**src/rtl/pwm_pkg.sv**
```systemverilog
package pwm_pkg;
   localparam int CTRL_EN_BIT  = 0;
   localparam int CTRL_POL_BIT = 1;

   typedef struct packed {
      logic pol;
      logic en;
   } pwm_ctrl_t;
endpackage

```
**src/rtl/pwm_regfile.sv**
```systemverilog
module pwm_regfile #(
   parameter int CNT_W  = 16,
   parameter int DATA_W = 8,
   parameter int ADDR_W = 3
) (
   input  logic              clk,
   input  logic              rst_n,
   input  logic              wr_en,
   input  logic [ADDR_W-1:0] wr_addr,
   input  logic [DATA_W-1:0] wr_data,
   output logic [CNT_W-1:0]  match_o,
   output logic [CNT_W-1:0]  reload_o,
   output pwm_pkg::pwm_ctrl_t ctrl_o
);
   localparam int NUM_BYTES = CNT_W / DATA_W;
   localparam logic [ADDR_W-1:0] CTRL_ADDR = ADDR_W'(2 * NUM_BYTES);

   for (genvar i = 0; i < NUM_BYTES; i++) begin : g_lane
      localparam logic [ADDR_W-1:0] M_ADDR = ADDR_W'(i);
      localparam logic [ADDR_W-1:0] R_ADDR = ADDR_W'(NUM_BYTES + i);

      always_ff @(posedge clk or negedge rst_n) begin
         if (!rst_n) begin
            match_o[i*DATA_W +: DATA_W]  <= '0;
            reload_o[i*DATA_W +: DATA_W] <= '0;
         end else if (wr_en) begin
            if (wr_addr == M_ADDR) match_o[i*DATA_W +: DATA_W] <= wr_data;
            if (wr_addr == R_ADDR) reload_o[i*DATA_W +: DATA_W] <= wr_data;
         end
      end
   end

   always_ff @(posedge clk or negedge rst_n) begin
      if (!rst_n) begin
         ctrl_o <= '0;
      end else if (wr_en && wr_addr == CTRL_ADDR) begin
         ctrl_o.en  <= wr_data[pwm_pkg::CTRL_EN_BIT];
         ctrl_o.pol <= wr_data[pwm_pkg::CTRL_POL_BIT];
      end
   end
endmodule

```
**src/rtl/pwm_counter.sv**
```systemverilog
module pwm_counter #(
   parameter int CNT_W = 16,
   parameter logic [CNT_W-1:0] START_VAL = 1
) (
   input  logic             clk,
   input  logic             rst_n,
   input  logic             en,
   input  logic [CNT_W-1:0] reload,
   output logic [CNT_W-1:0] count_o,
   output logic             at_reload_o,
   output logic             irq_o
);
   localparam logic [CNT_W-1:0] ONE = CNT_W'(1);

   assign at_reload_o = (count_o == reload);

   always_ff @(posedge clk or negedge rst_n) begin
      if (!rst_n) begin
         count_o <= START_VAL;
         irq_o   <= 1'b0;
      end else begin
         irq_o <= en && at_reload_o;
         if (!en || at_reload_o) count_o <= START_VAL;
         else                    count_o <= count_o + ONE;
      end
   end
endmodule

```
**src/rtl/pwm_outstage.sv**
```systemverilog
module pwm_outstage #(
   parameter int CNT_W = 16
) (
   input  logic             clk,
   input  logic             rst_n,
   input  logic             en,
   input  logic             pol,
   input  logic             at_reload,
   input  logic [CNT_W-1:0] count,
   input  logic [CNT_W-1:0] match,
   output logic             pwm_o
);
   logic active_q;

   always_ff @(posedge clk or negedge rst_n) begin
      if (!rst_n)                active_q <= 1'b0;
      else if (!en || at_reload) active_q <= 1'b0;
      else if (count == match)   active_q <= 1'b1;
   end

   assign pwm_o = pol ^ active_q;
endmodule

```
**src/rtl/pwm_single_gen.sv**
```systemverilog
module pwm_single_gen #(
   parameter int CNT_W  = 16,
   parameter int DATA_W = 8,
   parameter int ADDR_W = 3
) (
   input  logic              clk,
   input  logic              rst_n,
   input  logic              wr_en,
   input  logic [ADDR_W-1:0] wr_addr,
   input  logic [DATA_W-1:0] wr_data,
   output logic [CNT_W-1:0]  count_o,
   output logic              pwm_o,
   output logic              irq_o
);
   localparam int NUM_BYTES = CNT_W / DATA_W;

   if (CNT_W % DATA_W != 0) begin : g_chk_width
      $error("CNT_W must be a multiple of DATA_W");
   end
   if ((2 ** ADDR_W) <= 2 * NUM_BYTES) begin : g_chk_addr
      $error("ADDR_W too small for register map");
   end

   logic [CNT_W-1:0]   match_q;
   logic [CNT_W-1:0]   reload_q;
   pwm_pkg::pwm_ctrl_t ctrl_q;
   logic               at_reload;

   pwm_regfile #(.CNT_W(CNT_W), .DATA_W(DATA_W), .ADDR_W(ADDR_W)) u_regs (
      .clk(clk), .rst_n(rst_n), .wr_en(wr_en), .wr_addr(wr_addr),
      .wr_data(wr_data), .match_o(match_q), .reload_o(reload_q), .ctrl_o(ctrl_q)
   );

   pwm_counter #(.CNT_W(CNT_W), .START_VAL(CNT_W'(1))) u_cnt (
      .clk(clk), .rst_n(rst_n), .en(ctrl_q.en), .reload(reload_q),
      .count_o(count_o), .at_reload_o(at_reload), .irq_o(irq_o)
   );

   pwm_outstage #(.CNT_W(CNT_W)) u_out (
      .clk(clk), .rst_n(rst_n), .en(ctrl_q.en), .pol(ctrl_q.pol),
      .at_reload(at_reload), .count(count_o), .match(match_q), .pwm_o(pwm_o)
   );
endmodule

```
**config.mk**
```make
export PLATFORM = sky130hd
export DESIGN_NAME = pwm_single_gen
export DESIGN_NICKNAME = d
export VERILOG_FILES = /design/src/rtl/pwm_pkg.sv /design/src/rtl/pwm_regfile.sv /design/src/rtl/pwm_counter.sv /design/src/rtl/pwm_outstage.sv /design/src/rtl/pwm_single_gen.sv
export SDC_FILE = /design/constraint.sdc
export NUM_CORES = 1
export LEC_CHECK = 0
export BUFFER_PORTS_ARGS = -buffer_cell sky130_fd_sc_hd__buf_2
export CORE_MARGIN = 2
export CORE_UTILIZATION = 60
export CTS_BUF_LIST = sky130_fd_sc_hd__clkbuf_4 sky130_fd_sc_hd__clkbuf_8 sky130_fd_sc_hd__clkbuf_16
export DETAILED_ROUTE_END_ITERATION = 16
export PLACE_DENSITY = 0.93
export SYNTH_ARGS = -nofsm -noshare
export SYNTH_HDL_FRONTEND = slang
export SYNTH_SLANG_ARGS = --single-unit
```
**constraint.sdc**
```tcl
create_clock -name clk -period 3.9 [get_ports clk]
set_input_delay 0.39 -clock clk [delete_from_list [all_inputs] [get_ports clk]]
set_output_delay 0.39 -clock clk [all_outputs]
set_load 0.05 [all_outputs]
```
==> results of run 1 <==
[synth_stat cells, types with 2 or more instances]
cell type and instances:
dfrtp_1 51, mux2_2 33, xnor2_1 25, xor2_1 19, nor2_1 16, inv_1 6, nor4_1 6, nand2_1 5
nand4_1 5, nand3_1 4, buf_4 3, buf_6 3, nor3_1 3, o21ai_0 3, a21oi_1 2, buf_2 2
clkbuf_1 2, nand3_2 2, nor4bb_1 2, or2_1 2, or3_1 2
[sequential cells by signal, indices dropped and copies added, names as in the netlist]
register         cells
u_regs.ctrl_o        2
u_regs.reload_o     16
u_cnt.count_o       16
u_regs.match_o      16
u_out.active_q       1
u_cnt.irq_o          1
[layer usage]
metal  vias up  GRT usage  wire length [um]
met2        57      0.356              2370
li1        774          -                 -
met5         -          0                 0
met3        10     0.0509               328
met4         0     0.0833                89
met1       845      0.318              2250
[cell usage in the layout (no fill, tap or decap), types with 2 or more instances in the layout]
cell      count
o21ai_0       3
nor4_1        6
nor3_1        3
dfrtp_1      51
nor2_1       16
clkinv_2      2
nand4_1       5
or3_1         2
nand3_2       2
or2_1         2
clkbuf_8      6
xnor2_1      25
mux2_2       33
nand3_1       4
inv_1         6
buf_4         2
a21oi_1       2
buf_2        31
xor2_1       19
nand2_1       5
nor4bb_1      2
[stage by stage]
step	setup slack [ps]	std cells	hold slack [ps]	total power, mW	utilization
3_3_place_gp	1850	283	510	1.02	0.671
6_report	1760	291	298	1.34	0.694
5_1_grt	1600	291	346	1.41	0.694
2_1_floorplan	1880	210	94.4	0.955	-
3_5_place_dp	1740	283	517	1.04	0.671
4_1_cts	1740	291	337	1.35	0.694
[layout make-up]
| class | count | area [sq um] |
|---|---|---|
| tap | 50 | 62.6 |
| sequential | 52 | 1300 |
| multi-input combinational | 142 | 1190 |
| timing repair buffer | 33 | 170 |
| fill | 300 | 1250 |
| clock inverter | 2 | 10.0 |
| clock buffer | 6 | 82.6 |
| inverter | 6 | 22.5 |
[path summary, 6_finish.rpt]
path                                           from                   to  depth (start not counted)
worst max-delay path               u_cnt.count_o[8]       u_out.active_q                          4
min in group clk                         wr_data[3]  u_regs.reload_o[11]                          2
worst max register to register     u_cnt.count_o[8]       u_out.active_q                          4
worst min register to register  u_regs.reload_o[12]  u_regs.reload_o[12]                          1
max in group asynchronous                     rst_n   u_regs.reload_o[8]                          1
worst min-delay path                          rst_n    u_cnt.count_o[12]                          1
[worst max-delay path, cell delays in order, from the launching register on]
cell and delay [ps]:
dfrtp_1 480, xnor2_1 230, nand4_1 210, o41ai_4 930
nor2_1 130
[cell families (layout without fill, tap and decap cells)]
family / count (synthesis) / count (layout) / synth area share
xor+xnor: 44 / 44 / 0.149
mux: 33 / 33 / 0.144
compound gates: 9 / 9 / 0.0300
fa+ha+maj: 1 / 1 / 0.00484
buf+inv: 16 / 47 / 0.0373
simple gates: 55 / 55 / 0.131
flops: 52 / 52 / 0.504
[where the power goes]
group	total, mW	leakage, nW	internal [mW]	switching [mW]
Sequential	0.717	0.655	0.629	0.0883
Combinational	0.310	0.555	0.146	0.164
Clock	0.314	0.0510	0.142	0.172
==> flow_summary.json, run 1 <==
{
  "clock_tree.buffer_depth": 2,
  "layout-area-overhead-vs-synth_pct": 9.73,
  "floorplan.die_area_sq_um": 4850,
  "fin_area_sq_um": 2840,
  "via_count": 1686,
  "power_density_nw_per_um2": 473,
  "worst_slew_margin_relative_to_its_limit": 0.252,
  "cts.sinks": 52,
  "synthesis.nets": 225,
  "ctsResizeCount": 0,
  "drt-initial-drc-count": 135,
  "max_slew_vio_count": 0,
  "rows": 23,
  "finalSetupViolations": 0,
  "max_clock_freq_ghz": 0.467,
  "fraction_of_layout_instances_using_a_drive_strength_above_1": 0.344,
  "ys_seq_elements": 52,
  "nNetsFinal": 255,
  "dpl.hpwl_um": 3720,
  "die_height_um": 69.6,
  "drt-vias-per-instance": 5.79,
  "post-synth-top-area-fraction": 0.494,
  "grt_start_max_net_pins": 53,
  "cts_tree": "done",
  "ctsHoldBuffers": 0,
  "netlist_area_sq_um": 2580,
  "yosys_warnings": 0,
  "clock-skew-final_ps": 5.71,
  "ys_types": 35,
  "antenna_found_initial": 0,
  "fp.dieW_um": 69.6,
  "skew_pair_late_insertion_delay_ps": 310,
  "worstSetupStartpointType": "flop",
  "async_flop_share": 1.00,
  "antenna_violating_nets_post_route": 0,
  "io_buffer_count": 31,
  "ir_drop_mv": 0.278,
  "start_util": 0.633,
  "post-cts-setup-buffer-count": 0,
  "synthFlopType": "dfrtp_1",
  "drc": 0,
  "hold_viol": 0,
  "clkSlewWorstSetupHoldPaths_ps": 90,
  "global_route.overflow_total": 0,
  "synth.top_cells.by_area": "dfrtp_1 49%, mux2_2 14%, xnor2_1 8.5%",
  "cellLeakagePower_nw": 1.26,
  "setup-tns-final_ps": 0,
  "criticalPathCategory": "reg -> reg",
  "antenna-diode-count": 0,
  "sequential_fraction_of_the_synthesis_area": 0.504,
  "syn-mean-instance-area_sq_um": 12.3,
  "timing.critical_path.arrival_ps": 2300,
  "holdCritPathClass": "in -> async",
  "final.min_clock_period_ps": 2140,
  "num_io_pins": 32,
  "detail_route.wirelength_um": 5030,
  "setup_repair_after_global_routing_missed_its_margin": "false",
  "cp_max_fo": 17,
  "drt-pass1-iter-count": 4,
  "timing.max_cap.violations": 0,
  "wire_per_inst_um": 17.3,
  "grt_pass1_wl_um": 8580,
  "gp_congestion": 0.833,
  "via_count_of_the_first_global_routing_pass": 1716,
  "grtUsageTotal": 0.229,
  "setup.reg_to_reg.worst_slack_ps": 1760,
  "tightest_slew_ps": 1120,
  "root_buffer": "clkbuf_8",
  "core-area_sq_um": 4090,
  "worstSetupEndpointType": "flop",
  "placedInstanceArea_sq_um": 2740,
  "worst_ep_required_time_ps": 4060,
  "htree_num_levels": 2,
  "fin_crit_sh": 0.549,
  "synthDominantAreaCellType": "dfrtp_1",
  "synthesis.instances": 210,
  "run_status": "complete, no violations",
  "numCtsBuffers": 5,
  "synth_edf_count": 0
}
Note: power is estimated with default switching activity, not from simulation.
==> run 2, diff against run 1 <==
- ABC_AREA: default -> 1
- CORE_UTILIZATION: 60 -> 58
- PLACE_DENSITY: 0.93 -> 0.91
- clock period: 3.9 -> 2.1 ns (I/O delays scaled with it)
==> flow_summary.json, run 2 <==
{
  "sequentialPowerShare": 0.516,
  "min_delay_endpoint": "u_regs.reload_o[7]",
  "worst_ep_required_time_ps": 2290,
  "floorplan.die_area_sq_um": 5130,
  "total_instance_count_after_detailed_placement": 416,
  "cts.sinks": 52,
  "setup.reg_to_reg.worst_slack_ps": 440,
  "numCtsBuffers": 5,
  "power_switching_mw": 0.759,
  "nNetsFinal": 387,
  "via_count_of_the_first_global_routing_pass": 2155,
  "synthDominantAreaCellType": "dfrtp_1",
  "most_used_cells_in_the_layout_excluding_fill_and_tap_cells": "108 x nand2_1, 51 x dfrtp_1, 46 x nor2_1",
  "post-route-worst-setup-slack_ps": 442,
  "rows": 24,
  "power_density_nw_per_um2": 829,
  "worstRegToRegCells": 7,
  "path_delay_family": "simple AND/OR/NAND/NOR gates",
  "grt_start_max_net_pins": 53,
  "criticalPathCategory": "reg -> reg",
  "endpoint_of_the_most_critical_register_to_register_path": "u_cnt.count_o[10]",
  "synth.top_cells.by_area": "dfrtp_1 48%, nand2_1 15%, nor2_1 6.5%",
  "ctsResizeCount": 0,
  "antenna-diode-count": 0,
  "instances_no_fill": 425,
  "holdCritPathClass": "in -> reg",
  "drt-vias-per-instance": 5.15,
  "crit_buf_inv": 0,
  "fp.dieW_um": 71.6,
  "yosys_warnings": 0,
  "antenna_violating_nets_post_route": 0,
  "synth_edf_count": 0,
  "synthFlopType": "dfrtp_1",
  "skew_pair_late_insertion_delay_ps": 310,
  "setup_repair_after_global_routing_missed_its_margin": "false",
  "layout_top_registers": "u_cnt.count_o (16), u_regs.match_o (16), u_regs.reload_o (16)",
  "ir_drop_mv": 0.371,
  "switching_share": 0.310,
  "post-synth-top-area-fraction": 0.481,
  "worstPathCellList": "ha_1, nand2_1, nor2_1, nand2_1, nor2_1, xor2_1, nor2_1",
  "drt-pass1-iter-count": 4,
  "grt_pass1_wl_um": 9860,
  "yosys.cell_count.top_type": "nand2_1",
  "synthesis.instances": 343,
  "ys_seq_elements": 52,
  "num_io_pins": 32,
  "gp_congestion": 0.826,
  "cts_tree": "done",
  "run_status": "complete, no violations",
  "timing.max_cap.violations": 0,
  "syn-mean-instance-area_sq_um": 7.73,
  "setup-tns-final_ps": 0,
  "clock_tree.buffer_depth": 2,
  "cp_max_fo": 7,
  "sequential_fraction_of_the_synthesis_area": 0.491,
  "worstSetupEndpointType": "flop",
  "final.min_clock_period_ps": 1660,
  "hold_viol": 0,
  "fraction_of_layout_instances_using_a_drive_strength_above_1": 0.126,
  "grtUsageTotal": 0.249,
  "slowest_stage": "dfstp_2",
  "share_of_total_power_in_combinational_logic": 0.208,
  "cellLeakagePower_nw": 1.52,
  "dpl.hpwl_um": 4100,
  "drc": 0,
  "detail_route.wirelength_um": 5610,
  "fin_crit_sh": 0.789,
  "synthesis.nets": 358,
  "timing.rr.start": "u_cnt.count_o[0]",
  "wire_per_inst_um": 13.2,
  "post-cts-setup-buffer-count": 0,
  "max_clock_freq_ghz": 0.603,
  "netlist_area_sq_um": 2650,
  "async_flop_share": 1.00,
  "global_route.overflow_total": 0,
  "timing.critical_path.arrival_ps": 1850,
  "clkSlewWorstSetupHoldPaths_ps": 90,
  "worstSetupStartpoint": "u_cnt.count_o[0]",
  "clock_power_share": 0.276,
  "layout-area-overhead-vs-synth_pct": 11.4,
  "most_common_cell_after_layout_fill_and_taps_aside": "nand2_1",
  "worstHoldPathCells": 3,
  "finalSetupViolations": 0,
  "p_int_mw": 1.69,
  "yosys-top-cells-count": "108 x nand2_1, 51 x dfrtp_1, 46 x nor2_1",
  "tightest_slew_ps": 561,
  "root_buffer": "clkbuf_8",
  "die_height_um": 71.6,
  "drt-initial-drc-count": 149,
  "worst_slew_margin_relative_to_its_limit": 0.625,
  "antenna_found_initial": 0,
  "via_count": 2187,
  "critPathMostFrequentCell": "nor2_1",
  "max_slew_vio_count": 0,
  "htree_num_levels": 2,
  "io_buffer_count": 31,
  "core-area_sq_um": 4380,
  "worstSetupStartpointType": "flop",
  "start_util": 0.605,
  "clock-skew-final_ps": 7.78,
  "critical-path-max-stage-delay_ps": 600,
  "ys_types": 22,
  "timing.hold.worst.start": "wr_data[7]",
  "setup_ws_pre_cts_ps": 466
}
-- run 2: timing repair --
item,CTS,global route
setup endpoints to repair,0,0
hold endpoints to repair,51,0
hold buffers,1,0
-- run 2: worst max path at each step --
stage | cells after the start | slack [ps] | endpoint
finish | 7 | 440 | u_cnt.count_o[10]
global route | 7 | 250 | u_cnt.count_o[10]
CTS | 7 | 450 | u_cnt.count_o[10]
detailed placement | 7 | 470 | u_cnt.count_o[10]
global placement | 7 | 520 | u_cnt.count_o[10]
floorplan | 7 | 380 | u_cnt.count_o[10]
-- run 2: through the flow --
step | power (mW) | hold slack [ps] | area, sq um | utilization
after floorplan | 1.65 | -85.6 | 2650 | -
after global placement | 1.76 | 217 | 2830 | 0.646
after detailed placement | 1.79 | 220 | 2830 | 0.646
after CTS | 2.46 | 202 | 2950 | 0.674
after global routing | 2.60 | 239 | 2950 | 0.674
final | 2.45 | 210 | 2950 | 0.674
-- run 2: logic make-up (layout without fill, tap and decap cells) --
group,count (synthesis),count (layout),synth area share
buffers and inverters,51,81,0.0793
adder cells (fa/ha/maj),1,1,0.00472
XOR/XNOR,29,29,0.0958
AO/OA/AOI/OAI,35,35,0.0661
flip-flops,52,52,0.491
AND/OR/NAND/NOR,175,175,0.263
-- run 2: worst register-to-register path, cell delays in order, from the launching register on --
cell     delay [ps]
dfstp_2         600
ha_1            190
nand2_1          70
nor2_1          220
nand2_1         120
nor2_1          140
xor2_1          150
nor2_1           60
-- run 2: power by group through the flow --
stage | Sequential [mW] | Clock (mW) | Combinational (mW)
final | 1.26 | 0.675 | 0.510
after global routing | 1.28 | 0.716 | 0.596
after CTS | 1.26 | 0.688 | 0.514
after detailed placement | 1.28 | 0 | 0.508
after global placement | 1.27 | 0 | 0.486
after floorplan | 1.29 | 0 | 0.355
-- run 2: final cells by class --
| cell class | count | area [sq um] |
|---|---|---|
| Fill cell | 350 | 1430 |
| Sequential cell | 52 | 1300 |
| Multi-Input combinational cell | 240 | 1140 |
| Timing Repair Buffer | 33 | 185 |
| Inverter | 40 | 150 |
| Clock buffer | 5 | 68.8 |
| Tap cell | 52 | 65.1 |
| Clock inverter | 3 | 42.5 |
-- run 2: per-layer routing --
metal  global-route usage  routed length [um]
met2                0.430                2790
met3               0.0323                 327
met1                0.324                2390
met4               0.0881                 106
met5                    0                   0
==> run 3, diff against run 2 <==
- clock period: 2.1 -> 1.6 ns (I/O delays scaled with it)
==> flow_summary.json, run 3 (same netlist as run 2, synthesis figures left out) <==
{
  "worstSetupStartpointType": "flop",
  "report.power.total_mw": 3.21,
  "instances_no_fill": 435,
  "route.met2.wl_um": 3130,
  "finalSetupViolations": 1,
  "fraction_of_layout_instances_using_a_drive_strength_above_1": 0.217,
  "timing.hold.worst.start": "wr_data[3]",
  "placedInstanceArea_sq_um": 2910,
  "wl_met3_um": 500,
  "cts.sinks": 52,
  "setup_ws_pre_cts_ps": 25.5,
  "hold_viol": 0,
  "grt_pass1_wl_um": 9830,
  "grt_start_max_net_pins": 22,
  "die_height_um": 71.6,
  "worst_ep_required_time_ps": 1810,
  "final.min_clock_period_ps": 1660,
  "drt-vias-per-instance": 5.35,
  "power_density_nw_per_um2": 1040,
  "clkSlewWorstSetupHoldPaths_ps": 90,
  "most_common_cell_after_layout_fill_and_taps_aside": "nand2_1",
  "global_route.overflow_total": 0,
  "timing.rr.start": "u_cnt.count_o[0]",
  "detail_route.wirelength_um": 6210,
  "timing.hold.ws_ps": 161,
  "antenna-diode-count": 0,
  "num_io_pins": 32,
  "nNetsFinal": 397,
  "grtUsageTotal": 0.248,
  "nFillCells": 310,
  "cp_max_fo": 6,
  "maxUsedRoutingLayer": "met4",
  "io_buffer_count": 31,
  "skew_pair_late_insertion_delay_ps": 320,
  "core-area_sq_um": 4380,
  "fp.dieW_um": 71.6,
  "drc": 0,
  "failed_checks": "negative setup slack",
  "clock_tree.buffer_depth": 2,
  "cts_tree": "done",
  "drt-initial-drc-count": 284,
  "utilization_after_layout": 0.705,
  "max_clock_freq_ghz": 0.601,
  "rows": 24,
  "cellLeakagePower_nw": 1.58,
  "wire_per_inst_um": 14.3,
  "gp_congestion": 0.869,
  "worstSetupEndpointType": "flop",
  "fin_crit_sh": 1.04,
  "antenna_violating_nets_post_route": 0,
  "total_instance_count_after_detailed_placement": 422,
  "timing.max_cap.violations": 0,
  "via_count_of_the_first_global_routing_pass": 2211,
  "max_slew_vio_count": 0,
  "holdCritPathClass": "in -> reg",
  "timing.critical_path.arrival_ps": 1870,
  "clock-skew-final_ps": 7.54,
  "start_util": 0.605,
  "setup-tns-final_ps": -63.5,
  "fin_area_sq_um": 3090,
  "setup_repair_after_global_routing_missed_its_margin": "true",
  "via_count": 2329,
  "route.layer.met1.wl_um": 2380,
  "layout_top_registers": "u_cnt.count_o (16), u_regs.match_o (16), u_regs.reload_o (16)",
  "dpl.hpwl_um": 4390,
  "floorplan.die_area_sq_um": 5130,
  "numCtsBuffers": 5,
  "most_used_cells_in_the_layout_excluding_fill_and_tap_cells": "104 x nand2_1, 40 x nor2_1, 39 x dfrtp_1",
  "post-route-worst-setup-slack_ps": -63.5,
  "worst_slew_margin_relative_to_its_limit": 0.680,
  "criticalPathCategory": "reg -> reg",
  "root_buffer": "clkbuf_8",
  "drt-pass1-iter-count": 4,
  "htree_num_levels": 2,
  "layout-area-overhead-vs-synth_pct": 16.7,
  "antenna_found_initial": 0,
  "worstSetupStartpoint": "u_cnt.count_o[0]",
  "ir_drop_mv": 0.526,
  "run_status": "finished with violations",
  "tightest_slew_ps": 480
}
[run 3: cell count changes in the layout (fill, tap and decap cells not counted), sizes merged]
| cell | delta |
|---|---|
| clkbuf | +2 |
| bufinv | -1 |
| nand2 | +1 |
| buf | +9 |
| clkinvlp | -1 |
[run 3: final timing paths]
kind / to / slack (ps) / depth (start not counted)
max: u_cnt.count_o[6] / -60 / 6
min: u_regs.match_o[11] / 160 / 3
max reg2reg: u_cnt.count_o[6] / -60 / 6
min reg2reg: u_regs.match_o[7] / 510 / 2
max in group asynchronous: u_cnt.count_o[8] / 670 / 3
min in group asynchronous: u_regs.reload_o[15] / 330 / 2
[run 3: layout make-up]
type	count	area (sq um)	area share
Sequential cell	52	1320	0.427
Clock buffer	7	83.8	0.0271
Tap cell	52	65.1	0.0210
Clock inverter	1	5.00	0.00162
Inverter	40	150	0.0485
Multi-Input combinational cell	241	1230	0.397
Timing Repair Buffer	42	240	0.0777
[run 3: layer usage]
| metal | vias up | GRT usage |
|---|---|---|
| li1 | 1127 | - |
| met1 | 1071 | 0.306 |
| met2 | 111 | 0.409 |
| met3 | 20 | 0.0549 |
| met4 | 0 | 0.130 |
| met5 | - | 0 |
[run 3: where the power goes]
group	internal (mW)	total, mW	switching, mW
registers	1.50	1.69	0.188
logic	0.299	0.752	0.453
clock network	0.342	0.769	0.427
total	2.14	3.21	1.07
[run 3: repair_timing]
item	4_1_cts	5_1_grt
resized for setup	0	15
setup endpoints to repair	0	16
buffers inserted	0	3
hold buffers	1	0
hold endpoints to repair	18	0
[run 3: worst max-delay path: stages, from the launching register on]
cell	delay (ps)
dfstp_4	680
ha_4	160
nand2_4	70
nor3_4	240
buf_4	150
xor2_1	170
nor2_1	80
